--- src/rtl/grp_irq_pkg.sv ---
package grp_irq_pkg;

    localparam int LINES       = 16;
    localparam int SEL_W       = 4;
    localparam int SEL_PER_GRP = LINES / SEL_W;
    localparam int WORD_W      = 32;
    localparam int ADDR_W      = 6;
    localparam int WORD_IDX_W  = 3;

    typedef enum logic [1:0] {
        RG_CFG = 2'd0,
        RG_MSK = 2'd1,
        RG_PND = 2'd2,
        RG_SVC = 2'd3
    } region_e;

    typedef enum logic [2:0] {
        TK_NONE,
        TK_LOW,
        TK_HIGH,
        TK_FALL,
        TK_RISE,
        TK_BOTH
    } trig_kind_e;

    typedef struct packed {
        logic [3:0] grp;
        logic [3:0] pin;
    } svc_t;

    typedef struct packed {
        logic                  in_map;
        region_e               region;
        logic [WORD_IDX_W-1:0] word;
    } bus_dec_t;

    function automatic trig_kind_e decode_trig(input logic [SEL_W-1:0] code);
        case (code)
            4'd0:    return TK_LOW;
            4'd1:    return TK_HIGH;
            4'd2:    return TK_FALL;
            4'd4:    return TK_RISE;
            4'd6:    return TK_BOTH;
            default: return TK_NONE;
        endcase
    endfunction

    function automatic logic line_hit(input trig_kind_e k, input logic now, input logic prev);
        case (k)
            TK_LOW:  return ~now;
            TK_HIGH: return now;
            TK_FALL: return prev & ~now;
            TK_RISE: return now & ~prev;
            TK_BOTH: return now ^ prev;
            default: return 1'b0;
        endcase
    endfunction

    function automatic bus_dec_t decode_addr(input logic [ADDR_W-1:0] a);
        bus_dec_t d;
        d.in_map = ~a[5];
        d.region = region_e'(a[4:3]);
        d.word   = a[2:0];
        return d;
    endfunction

endpackage

--- src/rtl/grp_irq_detect.sv ---
module grp_irq_detect
    import grp_irq_pkg::*;
#(
    parameter int GROUPS = 9
) (
    input  logic                     clk,
    input  logic                     rst,
    input  logic [GROUPS*LINES-1:0]  pins_i,
    input  logic [GROUPS*LINES-1:0]  cfg_i,
    output logic [GROUPS*LINES-1:0]  hit_o
);

    localparam int N = GROUPS * LINES;

    logic [N-1:0] meta_q;
    logic [N-1:0] sync_q;
    logic [N-1:0] prev_q;

    always_ff @(posedge clk) begin
        if (rst) begin
            meta_q <= '0;
            sync_q <= '0;
            prev_q <= '0;
        end else begin
            meta_q <= pins_i;
            sync_q <= meta_q;
            prev_q <= sync_q;
        end
    end

    for (genvar g = 0; g < GROUPS; g++) begin : g_grp
        for (genvar l = 0; l < LINES; l++) begin : g_line
            localparam int IDX = g * LINES + l;
            localparam int FLD = g * LINES + SEL_W * (l / SEL_W);
            trig_kind_e kind;
            assign kind       = decode_trig(cfg_i[FLD +: SEL_W]);
            assign hit_o[IDX] = line_hit(kind, sync_q[IDX], prev_q[IDX]);
        end
    end

endmodule

--- src/rtl/grp_irq_regs.sv ---
module grp_irq_regs
    import grp_irq_pkg::*;
#(
    parameter int GROUPS = 9
) (
    input  logic                     clk,
    input  logic                     rst,
    input  logic                     wr_i,
    input  logic [ADDR_W-1:0]        addr_i,
    input  logic [WORD_W-1:0]        wdata_i,
    input  logic [GROUPS*LINES-1:0]  hit_i,
    input  svc_t                     svc_i,
    output logic [WORD_W-1:0]        rdata_o,
    output logic [GROUPS*LINES-1:0]  cfg_o,
    output logic [GROUPS*LINES-1:0]  mask_o,
    output logic [GROUPS*LINES-1:0]  pend_o
);

    localparam int N = GROUPS * LINES;

    bus_dec_t     dec;
    logic [N-1:0] cfg_q;
    logic [N-1:0] mask_q;
    logic [N-1:0] pend_q;
    logic         pend_wr_any;

    assign dec         = decode_addr(addr_i);
    assign pend_wr_any = wr_i && dec.in_map && (dec.region == RG_PND);

    for (genvar g = 0; g < GROUPS; g++) begin : g_grp
        localparam int W = g / 2;
        localparam int H = g % 2;
        logic             hit_word;
        logic [LINES-1:0] clr;

        assign hit_word = wr_i && dec.in_map && (dec.word == WORD_IDX_W'(W));
        assign clr      = (hit_word && dec.region == RG_PND) ? wdata_i[H*LINES +: LINES] : '0;

        always_ff @(posedge clk) begin
            if (rst) begin
                cfg_q[g*LINES +: LINES]  <= '0;
                mask_q[g*LINES +: LINES] <= '1;
                pend_q[g*LINES +: LINES] <= '0;
            end else begin
                if (hit_word && dec.region == RG_CFG)
                    cfg_q[g*LINES +: LINES] <= wdata_i[H*LINES +: LINES];
                if (hit_word && dec.region == RG_MSK)
                    mask_q[g*LINES +: LINES] <= wdata_i[H*LINES +: LINES];
                pend_q[g*LINES +: LINES] <= (pend_q[g*LINES +: LINES] & ~clr)
                                          | hit_i[g*LINES +: LINES];
            end
        end
    end

    always_comb begin
        rdata_o = '0;
        if (dec.in_map) begin
            case (dec.region)
                RG_CFG: begin
                    for (int g = 0; g < GROUPS; g++)
                        if (dec.word == WORD_IDX_W'(g / 2))
                            rdata_o[(g % 2)*LINES +: LINES] = cfg_q[g*LINES +: LINES];
                end
                RG_MSK: begin
                    for (int g = 0; g < GROUPS; g++)
                        if (dec.word == WORD_IDX_W'(g / 2))
                            rdata_o[(g % 2)*LINES +: LINES] = mask_q[g*LINES +: LINES];
                end
                RG_PND: begin
                    for (int g = 0; g < GROUPS; g++)
                        if (dec.word == WORD_IDX_W'(g / 2))
                            rdata_o[(g % 2)*LINES +: LINES] = pend_q[g*LINES +: LINES];
                end
                default: begin
                    if (dec.word == '0)
                        rdata_o = {{(WORD_W-8){1'b0}}, svc_i};
                end
            endcase
        end
    end

    assign cfg_o  = cfg_q;
    assign mask_o = mask_q;
    assign pend_o = pend_q;

    // A detector hit in one cycle is always present in the pending bits on the next.
    AST_PEND_SET: assert property (@(posedge clk) disable iff (rst)
        !$past(rst) |-> ((pend_q & $past(hit_i)) == $past(hit_i)));

    // Pending bits only fall in the cycle after a clear write.
    AST_PEND_KEEP: assert property (@(posedge clk) disable iff (rst)
        (!$past(rst) && !$past(pend_wr_any)) |-> (($past(pend_q) & ~pend_q) == '0));

endmodule

--- src/rtl/grp_irq_service.sv ---
module grp_irq_service
    import grp_irq_pkg::*;
#(
    parameter int GROUPS = 9
) (
    input  logic                     clk,
    input  logic                     rst,
    input  logic [GROUPS*LINES-1:0]  pend_i,
    input  logic [GROUPS*LINES-1:0]  mask_i,
    output svc_t                     svc_o,
    output logic                     any_o
);

    localparam int N = GROUPS * LINES;

    logic [N-1:0] active;
    logic         found;

    assign active = pend_i & ~mask_i;
    assign any_o  = |active;

    always_comb begin
        found     = 1'b0;
        svc_o.grp = '0;
        svc_o.pin = '0;
        for (int g = 0; g < GROUPS; g++) begin
            for (int l = 0; l < LINES; l++) begin
                if (!found && active[g*LINES + l]) begin
                    found     = 1'b1;
                    svc_o.grp = 4'(g + 1);
                    svc_o.pin = 4'(l);
                end
            end
        end
    end

    logic [7:0]   sel_idx;
    logic [N-1:0] below;
    assign sel_idx = {svc_o.grp - 4'd1, svc_o.pin};
    assign below   = (N'(1) << sel_idx) - N'(1);

    AST_SVC_IDLE: assert property (@(posedge clk) disable iff (rst)
        (svc_o.grp == 4'd0) == !any_o);

    AST_SVC_NAMES_ACTIVE: assert property (@(posedge clk) disable iff (rst)
        any_o |-> active[sel_idx]);

    AST_SVC_LOWEST: assert property (@(posedge clk) disable iff (rst)
        any_o |-> ((active & below) == '0));

endmodule

--- src/rtl/grp_irq_ctrl.sv ---
module grp_irq_ctrl
    import grp_irq_pkg::*;
#(
    parameter int GROUPS = 9
) (
    input  logic                     clk,
    input  logic                     rst,
    input  logic [GROUPS*16-1:0]     pins_i,
    input  logic                     bus_wr_i,
    input  logic [5:0]               bus_addr_i,
    input  logic [31:0]              bus_wdata_i,
    output logic [31:0]              bus_rdata_o,
    output logic                     irq_o
);

    localparam int N = GROUPS * LINES;

    logic [N-1:0] hit;
    logic [N-1:0] cfg;
    logic [N-1:0] mask;
    logic [N-1:0] pend;
    svc_t         svc;
    logic         any;

    grp_irq_detect #(.GROUPS(GROUPS)) u_detect (
        .clk    (clk),
        .rst    (rst),
        .pins_i (pins_i),
        .cfg_i  (cfg),
        .hit_o  (hit)
    );

    grp_irq_regs #(.GROUPS(GROUPS)) u_regs (
        .clk     (clk),
        .rst     (rst),
        .wr_i    (bus_wr_i),
        .addr_i  (bus_addr_i),
        .wdata_i (bus_wdata_i),
        .hit_i   (hit),
        .svc_i   (svc),
        .rdata_o (bus_rdata_o),
        .cfg_o   (cfg),
        .mask_o  (mask),
        .pend_o  (pend)
    );

    grp_irq_service #(.GROUPS(GROUPS)) u_service (
        .clk    (clk),
        .rst    (rst),
        .pend_i (pend),
        .mask_i (mask),
        .svc_o  (svc),
        .any_o  (any)
    );

    assign irq_o = any;

    AST_IRQ_NEEDS_UNMASKED: assert property (@(posedge clk) disable iff (rst)
        irq_o |-> (svc.grp != 4'd0));

endmodule

--- config.mk ---
export PLATFORM = sky130hd
export DESIGN_NAME = grp_irq_ctrl
export DESIGN_NICKNAME = d
export VERILOG_FILES = /design/src/rtl/grp_irq_pkg.sv /design/src/rtl/grp_irq_detect.sv /design/src/rtl/grp_irq_regs.sv /design/src/rtl/grp_irq_service.sv /design/src/rtl/grp_irq_ctrl.sv
export SDC_FILE = /design/constraint.sdc
export NUM_CORES = 2
export LEC_CHECK = 0
export BUFFER_PORTS_ARGS = -buffer_cell sky130_fd_sc_hd__buf_2
export CORE_MARGIN = 2
export CORE_UTILIZATION = 45
export DETAILED_ROUTE_END_ITERATION = 16
export GPL_TIMING_DRIVEN = 1
export SKIP_CTS_REPAIR_TIMING = 1
export SLEW_MARGIN = 20
export SYNTH_ARGS = -nofsm -noshare
export SYNTH_HDL_FRONTEND = slang
export SYNTH_SLANG_ARGS = --single-unit
--- constraint.sdc ---
create_clock -name clk -period 4.8 [get_ports clk]
set_input_delay 0.96 -clock clk [delete_from_list [all_inputs] [get_ports clk]]
set_output_delay 0.96 -clock clk [all_outputs]
set_load 0.02 [all_outputs]
=== After elaboration in Yosys (flattened, before gate mapping) ===
Index checks and enable logic that the tools add are counted.

* Bits in read-only memories: 0
* Memories: 0
* Bits in writable memories: 0
* Bits of input ports: 185
* Bits in latches: 0
* Register bits: 864

* Divide/modulo/power cells: 0
* Bitwise logic cells: 750
* Equal/unequal tests: 330
* Magnitude comparators: 0
* Multiply operators: 0
* Shifts and indexed selects: 0
* Reduce and logical (&&, ||, !) cells: 346
* Muxes and demuxes: 506
* Add/sub/neg operators: 0

{| class="wikitable"
|+ Operator list
! operator !! count
|-
| $mux 8 || 144
|-
| $pmux 1 s5 || 144
|-
| $mux 16 || 36
|-
| $pmux 3 s5 || 36
|-
| $not 1->1 || 289
|-
| $and 1x1->1 || 288
|-
| $eq 4x3->1 const B || 72
|-
| $eq 3x2->1 const B || 74
|-
| $eq 3x3->1 const B || 73
|-
| $logic_and 1x1->1 || 164
|-
| $and 144x144->144 || 1
|-
| $and 16x16->16 || 9
|-
| $eq 4x1->1 const B || 36
|-
| $eq 4x2->1 const B || 36
|-
| $logic_not 4->1 || 36
|-
| $not 144->144 || 1
|-
| $not 16->16 || 9
|-
| $or 16x16->16 || 9
|-
| $reduce_or 144->1 || 1
|-
| $xor 1x1->1 || 144
|-
| $logic_not 1->1 || 143
|-
| $mux 1 || 143
|-
| $eq 3x1->1 const B || 37
|-
| $pmux 32 s3 || 1
|-
| other kinds (6) || 6
|}

=== Logic depth before layout (Yosys ltp) ===
* Depth in word-level cells: 435
* Gate-level depth with buffers: 12
* Mapped depth without buffers: 10

=== Hierarchy ===
From an unflattened synthesis, not the netlist that was laid out.

* Cell total of the unflattened synthesis: 5654
* Area, all modules: 46135.5 um^2

{| class="wikitable"
|+ Modules (own cells, without submodules)
! module !! cells each !! area an instance (um^2) !! instances
|-
| grp_irq_detect || 2652 || 23005.8 || 1
|-
| grp_irq_regs || 2417 || 19600.0 || 1
|-
| grp_irq_service || 585 || 3529.6 || 1
|}

=== Worst setup path before layout ===
Ideal clock, no wire load.

* Path type: input -> output
* Start point: input port bus_addr_i[0]
* End point: output port bus_rdata_o[8]
* Arrival time: 3.348 ns
* Stages: 7
* Path slack: 0.492 ns
* Cell sequence: buf_1 > buf_1 > clkbuf_1 > clkbuf_1 > a31oi_1 > o22a_1 > nor3_1

* Cells in the longest elaborated chain, start to end: 8

{| class="wikitable"
|+ Ends and longest elaborated chain
! item !! line !! RTL
|-
| from (decl) || grp_irq_ctrl.sv:10 || <nowiki>input logic [5:0] bus_addr_i,</nowiki>
|-
| $logic_not 3->1 || grp_irq_regs.sv:61, grp_irq_regs.sv:66, grp_irq_regs.sv:71 ||
|-
| $mux 16, on equally long branches (5 in series) || grp_irq_regs.sv:71, grp_irq_regs.sv:61, grp_irq_regs.sv:66 ||
|-
| $pmux 32 s3 (*) || grp_irq_regs.sv:58 || <nowiki>case (dec.region)</nowiki>
|-
| $mux 32 (*) || grp_irq_regs.sv:57 || <nowiki>if (dec.in_map) begin</nowiki>
|-
| to (decl) || grp_irq_ctrl.sv:12 || <nowiki>output logic [31:0] bus_rdata_o,</nowiki>
|}

Every way passes the cells marked *; elsewhere a longest branch is shown, timed or not.

=== Worst setup path in the final report ===
* Start point: register u_regs.mask_q[38], in the netlist u_regs.mask_o[38]
* End point: output port bus_rdata_o[0]

* Cells in the longest elaborated chain, start to end: 322

{| class="wikitable"
|+ Ends and longest elaborated chain
! item !! line !! RTL
|-
| from (decl) || grp_irq_regs.sv:23 || <nowiki>logic [N-1:0] mask_q;</nowiki>
|-
| from (signal, indexed assignment) || grp_irq_regs.sv:48 || <nowiki>mask_q[g*LINES +: LINES] <= wdata_i[H*LINES +: LINES];</nowiki>
|-
| $not 144->144 (*) || grp_irq_service.sv:19 || <nowiki>assign active = pend_i & ~mask_i;</nowiki>
|-
| $and 144x144->144 (*) || grp_irq_service.sv:19 ||
|-
| $logic_and 1x1->1 (*) || grp_irq_service.sv:28 || <nowiki>if (!found && active[g*LINES + l]) begin</nowiki>
|-
| $mux 1 || grp_irq_service.sv:28 ||
|-
| $logic_not 1->1 || grp_irq_service.sv:28 ||
|-
| $logic_and 1x1->1 || grp_irq_service.sv:28 ||
|-
| $mux 1 || grp_irq_service.sv:28 ||
|-
| $logic_not 1->1 || grp_irq_service.sv:28 ||
|-
| [306 not listed] || -- ||
|-
| $logic_and 1x1->1 || grp_irq_service.sv:28 ||
|-
| $mux 1 || grp_irq_service.sv:28 ||
|-
| $logic_not 1->1 || grp_irq_service.sv:28 ||
|-
| $logic_and 1x1->1 || grp_irq_service.sv:28 ||
|-
| $mux 8 (*) || grp_irq_service.sv:28 ||
|-
| $mux 8 (*) || grp_irq_regs.sv:75 || <nowiki>if (dec.word == '0)</nowiki>
|-
| $pmux 32 s3 (*) || grp_irq_regs.sv:58 ||
|-
| $mux 32 (*) || grp_irq_regs.sv:57 ||
|}

Marked as above.

==> impl_results.md <==
* Status: finished, violations left
* Failing checks: setup timing
* Slew @ Worst Pin at 0.9476 ns
* First-pass GRT wire length at 225100 um
* Bufs on Longest Clock Path at 3
* Cell Area, Synth at 44150 sq um
* Clk Latency, worst-skew pair at 0.69 ns
* Initial Util at 45.52%
* Min Tclk post-route at 4.948 ns
* CTS tree: built
* DIE HEIGHT at 317.2 um
* Post-route ant nets at 0
* WP data required at 3.84 ns
* Final Total Pwr at 17.09 mW
* Setup Viol. Count Final at 4
* Reg2reg start: u_regs.cfg_o[62]
* CP Launch Type: flip-flop
* Main area contributors after synthesis: dfxtp_1 39%, ha_1 8.2%, nand2_1 7.1%
* Gr usage total at 29.39%
* Worst min path class: reg -> reg
* Largest delay contributor family on the critical path: simple AND/OR/NAND/NOR gates
* Syn avg cell area at 7.965 sq um
* CP max stage cell: or4_4
* Wire length per cell at 21.65 um
* DIE AREA at 100600 sq um
* Post-synthesis compound-gate area fraction at 15.13%
* Cells along the critical path: and2b_2, or4_4, or2_4, or4_4, or4b_4, o2111ai_4, o21ai_2, o2111ai_2, nand2_2, a21oi_4, buf_6
* Vias per inst at 5.682
* Syn nets at 6016
* Pre-CTS setup slack at 0.1684 ns
* Post-synthesis simple-gate area fraction at 26.98%
* CTS clk-pin slew, worst paths at 0.06 ns
* Synth-to-Final Area Change at 14.43%
* Number of buffers created by CTS at 97
* Worst reg2reg path depth at 9
* Vias in the first global route at 36154
* WP buf/inv at 1
* DRC Markers at 0
* Most used cell, CP: or4_4
* Max incr delay on CP at 0.55 ns
* Die W at 317.2 um
* GRT met3 Usage at 6.482%
* Cell taking the most area after synthesis: dfxtp_1
* XOR/XNOR Fraction of Synth Area at 0%
* Pleak at 19.56 nW
* Crit Path Category: reg -> out
* Final worst slack at -0.1475 ns
* Fillers at 9273
* Layout cells sized above 1 at 11.33%
* Nets at 6115
* Hold Path End: u_detect.sync_q[23]
* Gp weighted congestion at 1.035
* Part of the cycle the worst path needs at 103.1%
* CP Capture Type: primary output
* Multiplexer share of the synthesized area at 4.486%
* EDFF count, synth at 0
* Clock sinks at 864
* Post-synth top area share at 39.18%
* Root buf cell: clkbuf_16
* Predominant post-synthesis flop cell: dfxtp_1
* FF-to-FF End: u_regs.pend_o[62]
* Clk_skew at 0.01532 ns
* Adder-cell share of the synthesized area at 8.162%
* TritonRoute pass-1 iters at 10
* H-tree levels at 3
* Power density cells at 338.2 nW/um^2
* Max IR drop VDD at 0.2851 mV
* Peak Freq at 202.1 MHz
* Seq/Total Area, Yosys at 39.18%
* Most used routing layer: met2
* Initial antenna violation count at 3
* Synth unique cells at 82
* CP max FO at 4
* Core area at 96990 sq um
* Critical hold path startpoint: u_detect.meta_q[23]
* Max-slew violations at 0
* Data arrival time of the worst path at 3.99 ns
* RSZ-0062 raised after global routing: yes
* DPL Wire Length at 110900 um
* Iteration-0 DRC Markers at 4674
* Synth warnings at 0
* Ports at 218
* Pin count of the biggest net entering global routing at 127
* Final hold viol count at 0
* R2r setup slk at 2.81 ns
* Yosys reg bits at 864
* IO buf count at 217
* Met2 Use GR at 44.22%
* Met1 usage at 41.58%
* Hold path cells at 1
* Largest family of logic cells by synthesized area: simple AND/OR/NAND/NOR gates
* Syn Inst Count at 5543
* # Max-Cap Violations at 0
* Max-slew headroom at 36.83%
* Post-layout util at 52.09%
* Row count at 114
* Final WL at 151400 um
* Asr flop ratio synth at 0%
* Via count at 39742
* Total gr overflow at 0
## cell families after synthesis
family | count (synthesis)
AOI/OAI and AO/OA | 1049
adders and majority gates | 288
buffers and inverters | 711
DFF | 864
muxes | 145
and+or+nand+nor | 2486
## sequential cells by signal, summed over array words and instances (netlist names)
register,cells
u_regs.mask_o,144
u_detect.sync_q,144
u_regs.cfg_o,144
u_detect.meta_q,144
u_detect.prev_q,144
u_regs.pend_o,144
## area by class of cell
cell class                 instances  area [sq um]  share of cell area [%]
clock inverter                    46         660.6                   1.308
clock buffer                     128          2735                   5.414
timing repair buffer             359          2340                   4.631
sequential                       864         17300                   34.24
tap                             1276          1597                   3.160
multi-input combinational       3968         24570                   48.63
inverter                         352          1321                   2.615
antenna                            1         2.502                0.004953
## metal layers
layer | routed length, um | share of wire (%)
met3 | 14210 | 9.4
met2 | 64070 | 42
met4 | 5133 | 3.4
met1 | 67960 | 45
met5 | 12 | 0.0079
## cell usage in the layout, fill, tap and decap left out, drive strengths merged, types with 42 or more instances in the layout
master and n:
nor2 732, o21ai 201, mux2i 103, ha 288, a21oi 466, dfxtp 864
nand2b 89, nand3b 177, clkbuf 128, inv 354, a222oi 128, nor2b 437
nor3 53, nand2 837, buf 359, mux4 42, o221ai 47
## report_power, final
part / switching [mW] / internal [mW]
combinational: 0.944 / 0.581
sequential: 0.220 / 7.42
clock: 3.12 / 4.81
## worst max-delay path by stage
| stage | start | to | slack, ns | cells after the start |
|---|---|---|---|---|
| after floorplan | bus_addr_i[0] | bus_rdata_o[8] | 0.49 | 7 |
| after global placement | u_regs.pend_o[36] | bus_rdata_o[0] | 0.19 | 12 |
| after detailed placement | u_regs.pend_o[41] | bus_rdata_o[2] | 0.17 | 14 |
| after CTS | u_regs.pend_o[41] | bus_rdata_o[2] | -0.61 | 14 |
| after global routing | u_regs.mask_o[38] | bus_rdata_o[2] | -0.21 | 13 |
| final | u_regs.mask_o[38] | bus_rdata_o[0] | -0.15 | 11 |
## through the flow
step	setup TNS, ns	instance area [sq um]	hold WS, ns	instances
2_1_floorplan	0	44150	0.4138	5543
3_3_place_gp	0	46710	0.4151	6812
3_5_place_dp	0	46710	0.4212	6812
4_1_cts	-3.346	50110	0.4352	6986
5_1_grt	-0.7701	50520	0.4493	6993
6_report	-0.2878	50520	0.4284	6994
## cell usage after synthesis (all sizes together), types with 5 or more instances
cell type,number
a2111oi,5
a211o,33
a211oi,18
a21oi,466
a221oi,9
a222oi,128
a22oi,16
a31oi,20
a41oi,6
and2,5
and3,14
and4,6
buf,33
clkbuf,326
dfxtp,864
ha,288
inv,352
mux2i,103
mux4,42
nand2,837
nand2b,89
nand3,27
nand3b,177
nand4,15
nor2,732
nor2b,437
nor3,53
nor3b,39
nor4,17
o2111ai,7
o211ai,7
o21ai,201
o221ai,47
o22ai,27
o31ai,9
or2,8
or3,8
or4,7
## worst reg2reg max path, delay by kind of cell (launching register included)
kind             cells  cell delay, ns
flip-flops           1            0.82
AO/OA/AOI/OAI        4            0.64
AND/OR/NAND/NOR      5            0.42
Power figures use the tool's default switching activity.
